--- config.mk ---
export PLATFORM = sky130hd
export DESIGN_NAME = soft_mute
export DESIGN_NICKNAME = d
export VERILOG_FILES = /design/src/rtl/smute_pkg.sv /design/src/rtl/smute_req_sel.sv /design/src/rtl/smute_ramp.sv /design/src/rtl/smute_scale.sv /design/src/rtl/soft_mute.sv
export SDC_FILE = /design/constraint.sdc
export NUM_CORES = 2
export LEC_CHECK = 0
export BUFFER_PORTS_ARGS = -buffer_cell sky130_fd_sc_hd__buf_2
export CAP_MARGIN = 20
export CORE_ASPECT_RATIO = 1.1
export CORE_UTILIZATION = 65
export CTS_CLUSTER_SIZE = 20
export DETAILED_ROUTE_END_ITERATION = 8
export GPL_TIMING_DRIVEN = 0
export PLACE_DENSITY = 0.83
export SYNTH_ARGS = -nofsm -noshare
export SYNTH_HDL_FRONTEND = slang
export SYNTH_SLANG_ARGS = --single-unit
--- constraint.sdc ---
create_clock -name clk -period 12.25 [get_ports clk]
set_clock_uncertainty 0.15 [all_clocks]
set_input_delay 3.675 -clock clk [delete_from_list [all_inputs] [get_ports clk]]
set_output_delay 3.675 -clock clk [all_outputs]
set_load 0.01 [all_outputs]
--- src/rtl/smute_pkg.sv ---
// smute_pkg: constants and the gain curve shared by the soft mute blocks.
// Assumes a 33-point curve (indices 0..32) in unsigned Q1.15, where
// index 32 is exactly 1.0 and index 0 is exactly 0.
package smute_pkg;

    localparam int STEPS  = 32;
    localparam int IDX_W  = $clog2(STEPS + 1);
    localparam int GAIN_W = 16;
    localparam int FRAC_W = GAIN_W - 1;

    typedef logic [GAIN_W-1:0] gain_t;
    typedef logic [IDX_W-1:0]  idx_t;

    localparam gain_t UNITY = gain_t'(1 << FRAC_W);

    // Raised-cosine level for a given index: 0.5*(1-cos(pi*i/32)) in Q1.15.
    function automatic gain_t gain_of(input idx_t i);
        case (i)
            6'd0:  return 16'd0;
            6'd1:  return 16'd79;
            6'd2:  return 16'd315;
            6'd3:  return 16'd705;
            6'd4:  return 16'd1247;
            6'd5:  return 16'd1935;
            6'd6:  return 16'd2761;
            6'd7:  return 16'd3719;
            6'd8:  return 16'd4799;
            6'd9:  return 16'd5990;
            6'd10: return 16'd7282;
            6'd11: return 16'd8661;
            6'd12: return 16'd10114;
            6'd13: return 16'd11628;
            6'd14: return 16'd13188;
            6'd15: return 16'd14778;
            6'd16: return 16'd16384;
            6'd17: return 16'd17990;
            6'd18: return 16'd19580;
            6'd19: return 16'd21140;
            6'd20: return 16'd22654;
            6'd21: return 16'd24107;
            6'd22: return 16'd25486;
            6'd23: return 16'd26778;
            6'd24: return 16'd27969;
            6'd25: return 16'd29049;
            6'd26: return 16'd30007;
            6'd27: return 16'd30833;
            6'd28: return 16'd31521;
            6'd29: return 16'd32063;
            6'd30: return 16'd32453;
            6'd31: return 16'd32689;
            6'd32: return 16'd32768;
            default: return 16'd0;
        endcase
    endfunction

endpackage

--- src/rtl/smute_req_sel.sv ---
// smute_req_sel: picks the mute request source and registers it once.
// Assumes reg_mode is static during operation; during reset the request
// takes the mode's start-up value (muted for register control).
module smute_req_sel (
    input  logic clk,
    input  logic rst_n,
    input  logic reg_mode,
    input  logic mute_pin,
    input  logic mute_bit,
    output logic req_q
);

    logic req_sel;

    // Choose the live request according to the control mode.
    always_comb begin
        req_sel = reg_mode ? mute_bit : mute_pin;
    end

    // Register the chosen request; reset loads the mode's start-up state.
    always_ff @(posedge clk) begin
        if (!rst_n) begin
            req_q <= reg_mode;
        end else begin
            req_q <= req_sel;
        end
    end

endmodule

--- src/rtl/smute_ramp.sv ---
// smute_ramp: walks the gain index along the curve, one step per
// HOLD_LEN strobes, towards 0 while req is high and towards STEPS
// while it is low. A direction change keeps the index and restarts
// the hold count. Assumes HOLD_LEN >= 2.
module smute_ramp
    import smute_pkg::*;
#(
    parameter int HOLD_LEN = 32
) (
    input  logic  clk,
    input  logic  rst_n,
    input  logic  reg_mode,
    input  logic  req,
    input  logic  strobe,
    output idx_t  idx_o,
    output gain_t gain_o
);

    localparam int CNT_W = (HOLD_LEN > 1) ? $clog2(HOLD_LEN) : 1;
    localparam logic [CNT_W-1:0] LAST_CNT = CNT_W'(HOLD_LEN - 1);
    localparam idx_t TOP_IDX = idx_t'(STEPS);

    idx_t             idx_q;
    logic [CNT_W-1:0] cnt_q;
    logic             dir_down_q;
    logic             at_end;
    logic [CNT_W-1:0] cnt_eff;
    logic             hold_done;

    // Work out whether the walk is parked and whether this strobe steps.
    always_comb begin
        at_end    = req ? (idx_q == '0) : (idx_q == TOP_IDX);
        cnt_eff   = (dir_down_q == req) ? cnt_q : '0;
        hold_done = (cnt_eff == LAST_CNT);
    end

    // Advance the hold count and the index on each sample strobe.
    always_ff @(posedge clk) begin
        if (!rst_n) begin
            idx_q      <= reg_mode ? '0 : TOP_IDX;
            cnt_q      <= '0;
            dir_down_q <= reg_mode;
        end else if (strobe) begin
            dir_down_q <= req;
            if (at_end) begin
                cnt_q <= '0;
            end else if (hold_done) begin
                cnt_q <= '0;
                idx_q <= req ? idx_q - idx_t'(1) : idx_q + idx_t'(1);
            end else begin
                cnt_q <= cnt_eff + CNT_W'(1);
            end
        end
    end

    // Look up the current level on the curve.
    always_comb begin
        idx_o  = idx_q;
        gain_o = gain_of(idx_q);
    end

    AST_IDX_RANGE: assert property (@(posedge clk) disable iff (!rst_n) idx_q <= TOP_IDX);
    AST_IDLE_FROZEN: assert property (@(posedge clk) disable iff (!rst_n) !strobe |=> $stable(idx_q));
    AST_STEP_SIZE: assert property (@(posedge clk) disable iff (!rst_n) strobe |=> (idx_q == $past(idx_q)) || (idx_q == $past(idx_q) + idx_t'(1)) || (idx_q + idx_t'(1) == $past(idx_q)));
    AST_DIR_DOWN: assert property (@(posedge clk) disable iff (!rst_n) (strobe && req) |=> idx_q <= $past(idx_q));
    AST_DIR_UP: assert property (@(posedge clk) disable iff (!rst_n) (strobe && !req) |=> idx_q >= $past(idx_q));

endmodule

--- src/rtl/smute_scale.sv ---
// smute_scale: multiplies one channel by the Q1.15 gain, rounds half up
// back to DATA_W bits, clamps to the signed range and registers the
// result on a strobe. Assumes the gain never exceeds 1.0.
module smute_scale
    import smute_pkg::*;
#(
    parameter int DATA_W = 24
) (
    input  logic              clk,
    input  logic              rst_n,
    input  logic              strobe,
    input  logic [DATA_W-1:0] sample,
    input  gain_t             gain,
    output logic [DATA_W-1:0] result
);

    localparam int PROD_W = DATA_W + GAIN_W + 1;
    localparam logic signed [PROD_W-1:0] HALF_LSB = PROD_W'(1) <<< (FRAC_W - 1);
    localparam logic signed [PROD_W-1:0] SAT_HI   = (PROD_W'(1) <<< (DATA_W - 1)) - PROD_W'(1);
    localparam logic signed [PROD_W-1:0] SAT_LO   = ~SAT_HI;

    logic signed [PROD_W-1:0] x_ext;
    logic signed [PROD_W-1:0] g_ext;
    logic signed [PROD_W-1:0] prod;
    logic signed [PROD_W-1:0] shifted;
    logic        [DATA_W-1:0] clamped;

    // Form the full product, round half up and clamp into range.
    always_comb begin
        x_ext   = PROD_W'($signed(sample));
        g_ext   = $signed(PROD_W'({1'b0, gain}));
        prod    = x_ext * g_ext;
        shifted = (prod + HALF_LSB) >>> FRAC_W;
        if (shifted > SAT_HI) begin
            clamped = SAT_HI[DATA_W-1:0];
        end else if (shifted < SAT_LO) begin
            clamped = SAT_LO[DATA_W-1:0];
        end else begin
            clamped = shifted[DATA_W-1:0];
        end
    end

    // Capture the scaled sample when a strobe arrives.
    always_ff @(posedge clk) begin
        if (!rst_n) begin
            result <= '0;
        end else if (strobe) begin
            result <= clamped;
        end
    end

    AST_ZERO_GAIN: assert property (@(posedge clk) disable iff (!rst_n) (strobe && gain == '0) |=> result == '0);
    AST_HOLD_OUT: assert property (@(posedge clk) disable iff (!rst_n) !strobe |=> $stable(result));

endmodule

--- src/rtl/soft_mute.sv ---
// soft_mute: stereo sample-rate gain stage with a raised-cosine soft mute.
// A registered request (pin or register bit, chosen by reg_mode) steers a
// shared gain index; both channels are scaled by the same gain and leave
// one clock after their strobe. Assumes reg_mode is held steady outside
// reset and that strobes come no faster than one per clock.
module soft_mute
    import smute_pkg::*;
#(
    parameter int DATA_W   = 24,
    parameter int HOLD_LEN = 32
) (
    input  logic              clk,
    input  logic              rst_n,
    input  logic              reg_mode,
    input  logic              mute_pin,
    input  logic              mute_bit,
    input  logic              in_valid,
    input  logic [DATA_W-1:0] in_left,
    input  logic [DATA_W-1:0] in_right,
    output logic              out_valid,
    output logic [DATA_W-1:0] out_left,
    output logic [DATA_W-1:0] out_right,
    output logic              muted
);

    localparam int NCH = 2;

    logic              req_q;
    idx_t              idx;
    gain_t             gain;
    logic [DATA_W-1:0] ch_in  [NCH];
    logic [DATA_W-1:0] ch_out [NCH];

    smute_req_sel u_req (
        .clk      (clk),
        .rst_n    (rst_n),
        .reg_mode (reg_mode),
        .mute_pin (mute_pin),
        .mute_bit (mute_bit),
        .req_q    (req_q)
    );

    smute_ramp #(
        .HOLD_LEN (HOLD_LEN)
    ) u_ramp (
        .clk      (clk),
        .rst_n    (rst_n),
        .reg_mode (reg_mode),
        .req      (req_q),
        .strobe   (in_valid),
        .idx_o    (idx),
        .gain_o   (gain)
    );

    // Gather the channel inputs into an array for the scaler lanes.
    always_comb begin
        ch_in[0] = in_left;
        ch_in[1] = in_right;
    end

    for (genvar c = 0; c < NCH; c++) begin : g_lane
        smute_scale #(
            .DATA_W (DATA_W)
        ) u_scale (
            .clk    (clk),
            .rst_n  (rst_n),
            .strobe (in_valid),
            .sample (ch_in[c]),
            .gain   (gain),
            .result (ch_out[c])
        );
    end

    // Present the lane results and the muted-at-rest flag.
    always_comb begin
        out_left  = ch_out[0];
        out_right = ch_out[1];
        muted     = req_q && (idx == '0);
    end

    // Delay the strobe to line up with the registered samples.
    always_ff @(posedge clk) begin
        if (!rst_n) begin
            out_valid <= 1'b0;
        end else begin
            out_valid <= in_valid;
        end
    end

    AST_VALID_RISE: assert property (@(posedge clk) disable iff (!rst_n) in_valid |=> out_valid);
    AST_VALID_FALL: assert property (@(posedge clk) disable iff (!rst_n) !in_valid |=> !out_valid);
    AST_UNITY_PASS: assert property (@(posedge clk) disable iff (!rst_n) (in_valid && gain == UNITY) |=> (out_left == $past(in_left)) && (out_right == $past(in_right)));
    AST_MUTED_SILENT: assert property (@(posedge clk) disable iff (!rst_n) (in_valid && muted) |=> (out_left == '0) && (out_right == '0));

endmodule

**Word-level counts from Yosys, hierarchy flattened**

Memories as Yosys holds them, arrays and structs flattened. A register that Yosys moved wholly into a read port is not among the register bits.
Cells that the tools add are included.

- Register bits: 62
- Memory bits (read-only): 1024
- Input port bits: 54
- Output and inout bits: 50
- Memories kept: 1

Memories:

| name | depth | width | rd ports | clocked after memory_dff | wr ports | RTL line | RTL |
|---|---|---|---|---|---|---|---|
| (name not given) | 64 | 16 | 1 | 1 | 0 | smute_pkg.sv:18 | `case (i)` |

- $add $sub $neg: 5
- Multiply operators: 2
- Order comparisons: 4
- Equality and inequality tests: 6
- Multiplexer cells: 19
- Reductions and logical operators: 3

Operator list:

| operator | count |
|---|---|
| two-way mux 24 bit | 4 |
| adder 41 x 16 -> 41 bit, second input constant | 2 |
| multiplier 24 x 17 -> 41 bit | 2 |
| > comparator 26 x 24 -> 1 bit, second input constant | 2 |
| less-than comparator 26 x 24 -> 1 bit, second input constant | 2 |
| two-way mux 6 bit | 7 |
| two-way mux 5 bit | 3 |
| adder 6 x 1 -> 6 bit, second input constant | 1 |
| == test 6 bit, second input constant | 1 |
| logical NOT 6 bit | 1 |
| subtractor 6 x 1 -> 6 bit, second input constant | 1 |
| adder 5 x 1 -> 5 bit, second input constant | 1 |
| == test 5 bit, second input constant | 1 |
| two-way mux 1 bit | 5 |
| != test 2 x 1 -> 1 bit, second input constant | 2 |
| AND reduction 3 bit | 1 |
| != test 2 bit, second input constant | 1 |
| == test 1 bit | 1 |
| logical AND 1 bit | 1 |

**Logic depth before layout (Yosys ltp)**

- Depth in word-level cells: 8
- Mapped depth: 27
- Depth with buffers taken out: 23

**Modules after synthesis**

From an unflattened synthesis, not the netlist that was laid out.

- Cells, all modules: 3741
- Area, all modules: 32957.9 sq um

Modules (own cells, without submodules):

| module | times used | cells each | area each (sq um) |
|---|---|---|---|
| smute_scale (g_lane[1].u_scale) | 1 | 1754 | 15506.1 |
| smute_scale (g_lane[0].u_scale) | 1 | 1721 | 15213.3 |
| smute_ramp | 1 | 258 | 2154.6 |
| soft_mute | 1 | 4 | 48.8 |
| smute_req_sel | 1 | 4 | 35.0 |

**Least setup slack after synthesis**

OpenSTA, ideal clock, no wires.

- Path type: input to register
- Start: input port in_right[23]
- End: register g_lane[1].u_scale.result[5]
- Setup time: 0.122 ns
- Arrival time: 9.769 ns
- Required time: 11.978 ns
- Slack: 2.209 ns
- Stages on the path: 21
- Cells stage by stage: clkbuf_1 nand2_1 fa_1 fa_1 inv_1 fa_1 fa_1 fa_1 inv_1 fa_1 inv_1 ha_1 nand4_1 or3_1 a2111o_1 a21oi_1 a211oi_2 a21oi_1 nor2_1 buf_2 a221o_1

- Cells in the longest elaborated chain, start to end: 5

RTL lines:

| what | RTL line | RTL |
|---|---|---|
| start, declared | soft_mute.sv:19 | `input logic [DATA_W-1:0] in_right,` |
| multiplier 24 x 17 -> 41 bit * | smute_scale.sv:32 | `prod = x_ext * g_ext;` |
| adder 41 x 16 -> 41 bit * | smute_scale.sv:33 | `shifted = (prod + HALF_LSB) >>> FRAC_W;` |
| less-than comparator 26 x 24 -> 1 bit | smute_scale.sv:36 | `end else if (shifted < SAT_LO) begin` |
| two-way mux 24 bit | smute_scale.sv:36 |  |
| two-way mux 24 bit * | smute_scale.sv:34 | `if (shifted > SAT_HI) begin` |
| end signal, assigned | smute_scale.sv:48 | `result <= clamped;` |
| end, declared | smute_scale.sv:14 | `output logic [DATA_W-1:0] result` |

Mark *: on every way between the ends. The rest lies on a longest branch, timed or not.
A chain may end at the register's enable or synchronous reset.

**Final worst setup path**

- Start: input port in_right[23]
- End: register g_lane[1].u_scale.result[9]

Same word-level chain as after synthesis.

==> flow_summary.toml <==
[route]
drt-total-wl_um = 89300
viasPerCell = 5.743
route.vias.total = 25570
ant_nets = 0
drtIter0Drc = 2207
drc_errors = 0
wl_per_cell_um = 20.05
drtPass1Iterations = 7

[floorplanning]
die-area_um2 = 50930
rows = 85
die_h_um = 236.6
initial_core_util_pct = 66.19
core_um2 = 49130
io_pins = 104
die_x_um = 215.3

[grt]
grt_antenna_before_repair = 4
grt_overflow_total = 0
grt_pass1_vias = 26880
grt.total_usage_pct = 37.19
grt_first_pass_wirelength_um = 143400
grt_max_degree = 17

[critical_path]
path_cells = "buf_2 > clkbuf_1 > nand2_1 > fa_1 > fa_1 > inv_1 > fa_1 > fa_1 > fa_1 > inv_1 > fa_1 > inv_1 > ha_1 > nand4_1 > nor3_1 > nand3_1 > a2111oi_0 > buf_1 > nor3_1 > xnor2_1 > a21oi_1 > nor2_1 > buf_2 > a221o_1"
critPathCaptureType = "flop"
worst_setup_path_start_kind = "input pin"
critPathMaxStageDelay_ns = 0.71
cp_max_fo = 10
cpMostUsedCell = "fa_1"
critPathTopFamily = "adder cells"
criticalPathCategory = "in -> reg"
critPathBufInv = 7
crit_slowest_cell = "fa_1"
crit_arrival_ns = 11.70
worstPathRequired_ns = 12.38

[cts]
cts_tree = "yes"
numCtsBuffers = 9
worstSkewPairLatency_ns = 0.40
cts_resized = 0
clock_sinks = 78
cts.clk_slew.worst_paths_ns = 0.07
cts_buffer_depth = 2
cts_root_buf = "clkbuf_16"
hold_buffers = 0
cts_setup_buffers = 0
htree_levels = 3

[outcome]
status = "complete, no violations"

[yosys]
ys_top_cells_by_count = "inv_1, fa_1, and2_1"
synth_top_area_share_pct = 46.35
yosys-top-cells-area = "fa_1, inv_1, ha_1"
synthArstFlopShare_pct = 0
synth-warning-count = 0
synth-seq-cells = 78
synth_nets = 4732
seq_area_frac_synth_pct = 5.017
synth_cell_type_count = 73
synth_edf_count = 7
netlist_instances = 3676
synth_area_um2 = 32520
yosysTopAreaCell = "fa_1"
yosysMostFrequentCell = "inv_1"
ys.flop_type = "dfxtp_1"
syn_avg_cell_area_um2 = 8.847

[timing]
final.period_utilization_pct = 94.41
hold_violations = 0
fin_crit_ns = 11.57
setup_viol = 0
fmaxAchievable_mhz = 86.46
slew_headroom_pct = 18.07
drv_slew = 0
fin_tns_setup_ns = 0
rsz0062_at_grt = "false"
whs_ns = 0.3232
tightestPinTransition_ns = 1.229

[final_layout]
num-nets-final = 4845
fin_cells = 4453
fin_area_um2 = 34170
fill_cells = 3873
area_growth_pct = 5.082
drive_gt1_share_pct = 3.980

[placed_design]
gp_congestion = 0.9880
io_buffers = 101
dpl-instance-area_um2 = 33850
placed_cells = 4430
dp.final_hpwl_um = 73260

[min_path]
min_path_type = "reg -> reg"

[flow_run]
cap_violations = 0
-- kinds of logic after synthesis --
logic type                 after synthesis  share of synthesized area (%)
muxes                                    9                         0.3232
and+or+nand+nor                       1000                          15.92
AOI/OAI and AO/OA                      328                          7.010
xor gates and xnor gates                74                          2.035
adders and majority gates             1002                          55.93
DFF                                     78                          5.017
buffers and inverters                 1185                          13.76
-- metal layers --
metal / vias to the layer above / share of wire [%] / GRT usage (%)
met2: 1263 / 47 / 59.57
met1: 12900 / 36 / 46.47
met4: 2 / 6.3 / 19.71
met5: - / 0.072 / 0
met3: 350 / 10 / 9.595
li1: 11050 / - / -
-- cells in the final DEF, fill, tap and decap left out, types with 13 or more instances in the layout --
cell	instances
inv_1	1010
fa_1	753
and2_1	486
nand2_1	361
ha_1	249
clkbuf_1	157
buf_2	116
a21oi_1	93
dfxtp_1	71
nor2_1	55
o21ai_0	54
xnor2_1	47
a221o_1	43
nand3_1	31
xor2_1	26
nor3_1	22
a21o_1	21
nand4_1	14
a211oi_1	13
-- registers in the layout, indices dropped and copies added, names as in the netlist --
name and cells:
u_req.req_q 1, out_valid 1, g_lane.u_scale.result 48, u_ramp.dir_down_q 1, u_ramp.idx_o 6, u_ramp.cnt_q 5, u_ramp.gain_o 16
-- area by class of cell --
type	instances	area, um^2	area share (%)
diodes	7	17.52	0.05126
repair buffers	102	509.2	1.490
flip-flops and latches	78	1632	4.774
plain buffers	173	675.6	1.977
inverters	1012	3799	11.12
well taps	652	815.8	2.387
clock inverters	7	85.08	0.2490
multi-input cells	2413	26420	77.30
clock buffers	9	225.2	0.6590
-- through the flow --
stage | util, % | setup WS (ns)
finish | 69.55 | 0.6845
global placement | 68.88 | 0.02208
CTS | 69.52 | 0.8519
global route | 69.52 | 0.3792
detailed placement | 68.88 | 0.4731
floorplan | - | 2.209
-- worst paths after layout --
| kind | from | end | cells after the start | slack, ns |
|---|---|---|---|---|
| worst min-delay path | g_lane[0].u_scale.result[14] | g_lane[0].u_scale.result[14] | 1 | 0.32 |
| worst min register to register | g_lane[0].u_scale.result[14] | g_lane[0].u_scale.result[14] | 1 | 0.32 |
| worst max register to register | u_ramp.gain_o[2] | g_lane[1].u_scale.result[9] | 24 | 2.62 |
| worst max-delay path | in_right[23] | g_lane[1].u_scale.result[9] | 24 | 0.68 |
Power is left out: the tool's default activity adds up to more than one toggle a clock period on the data nets, which glitch-free logic cannot reach.
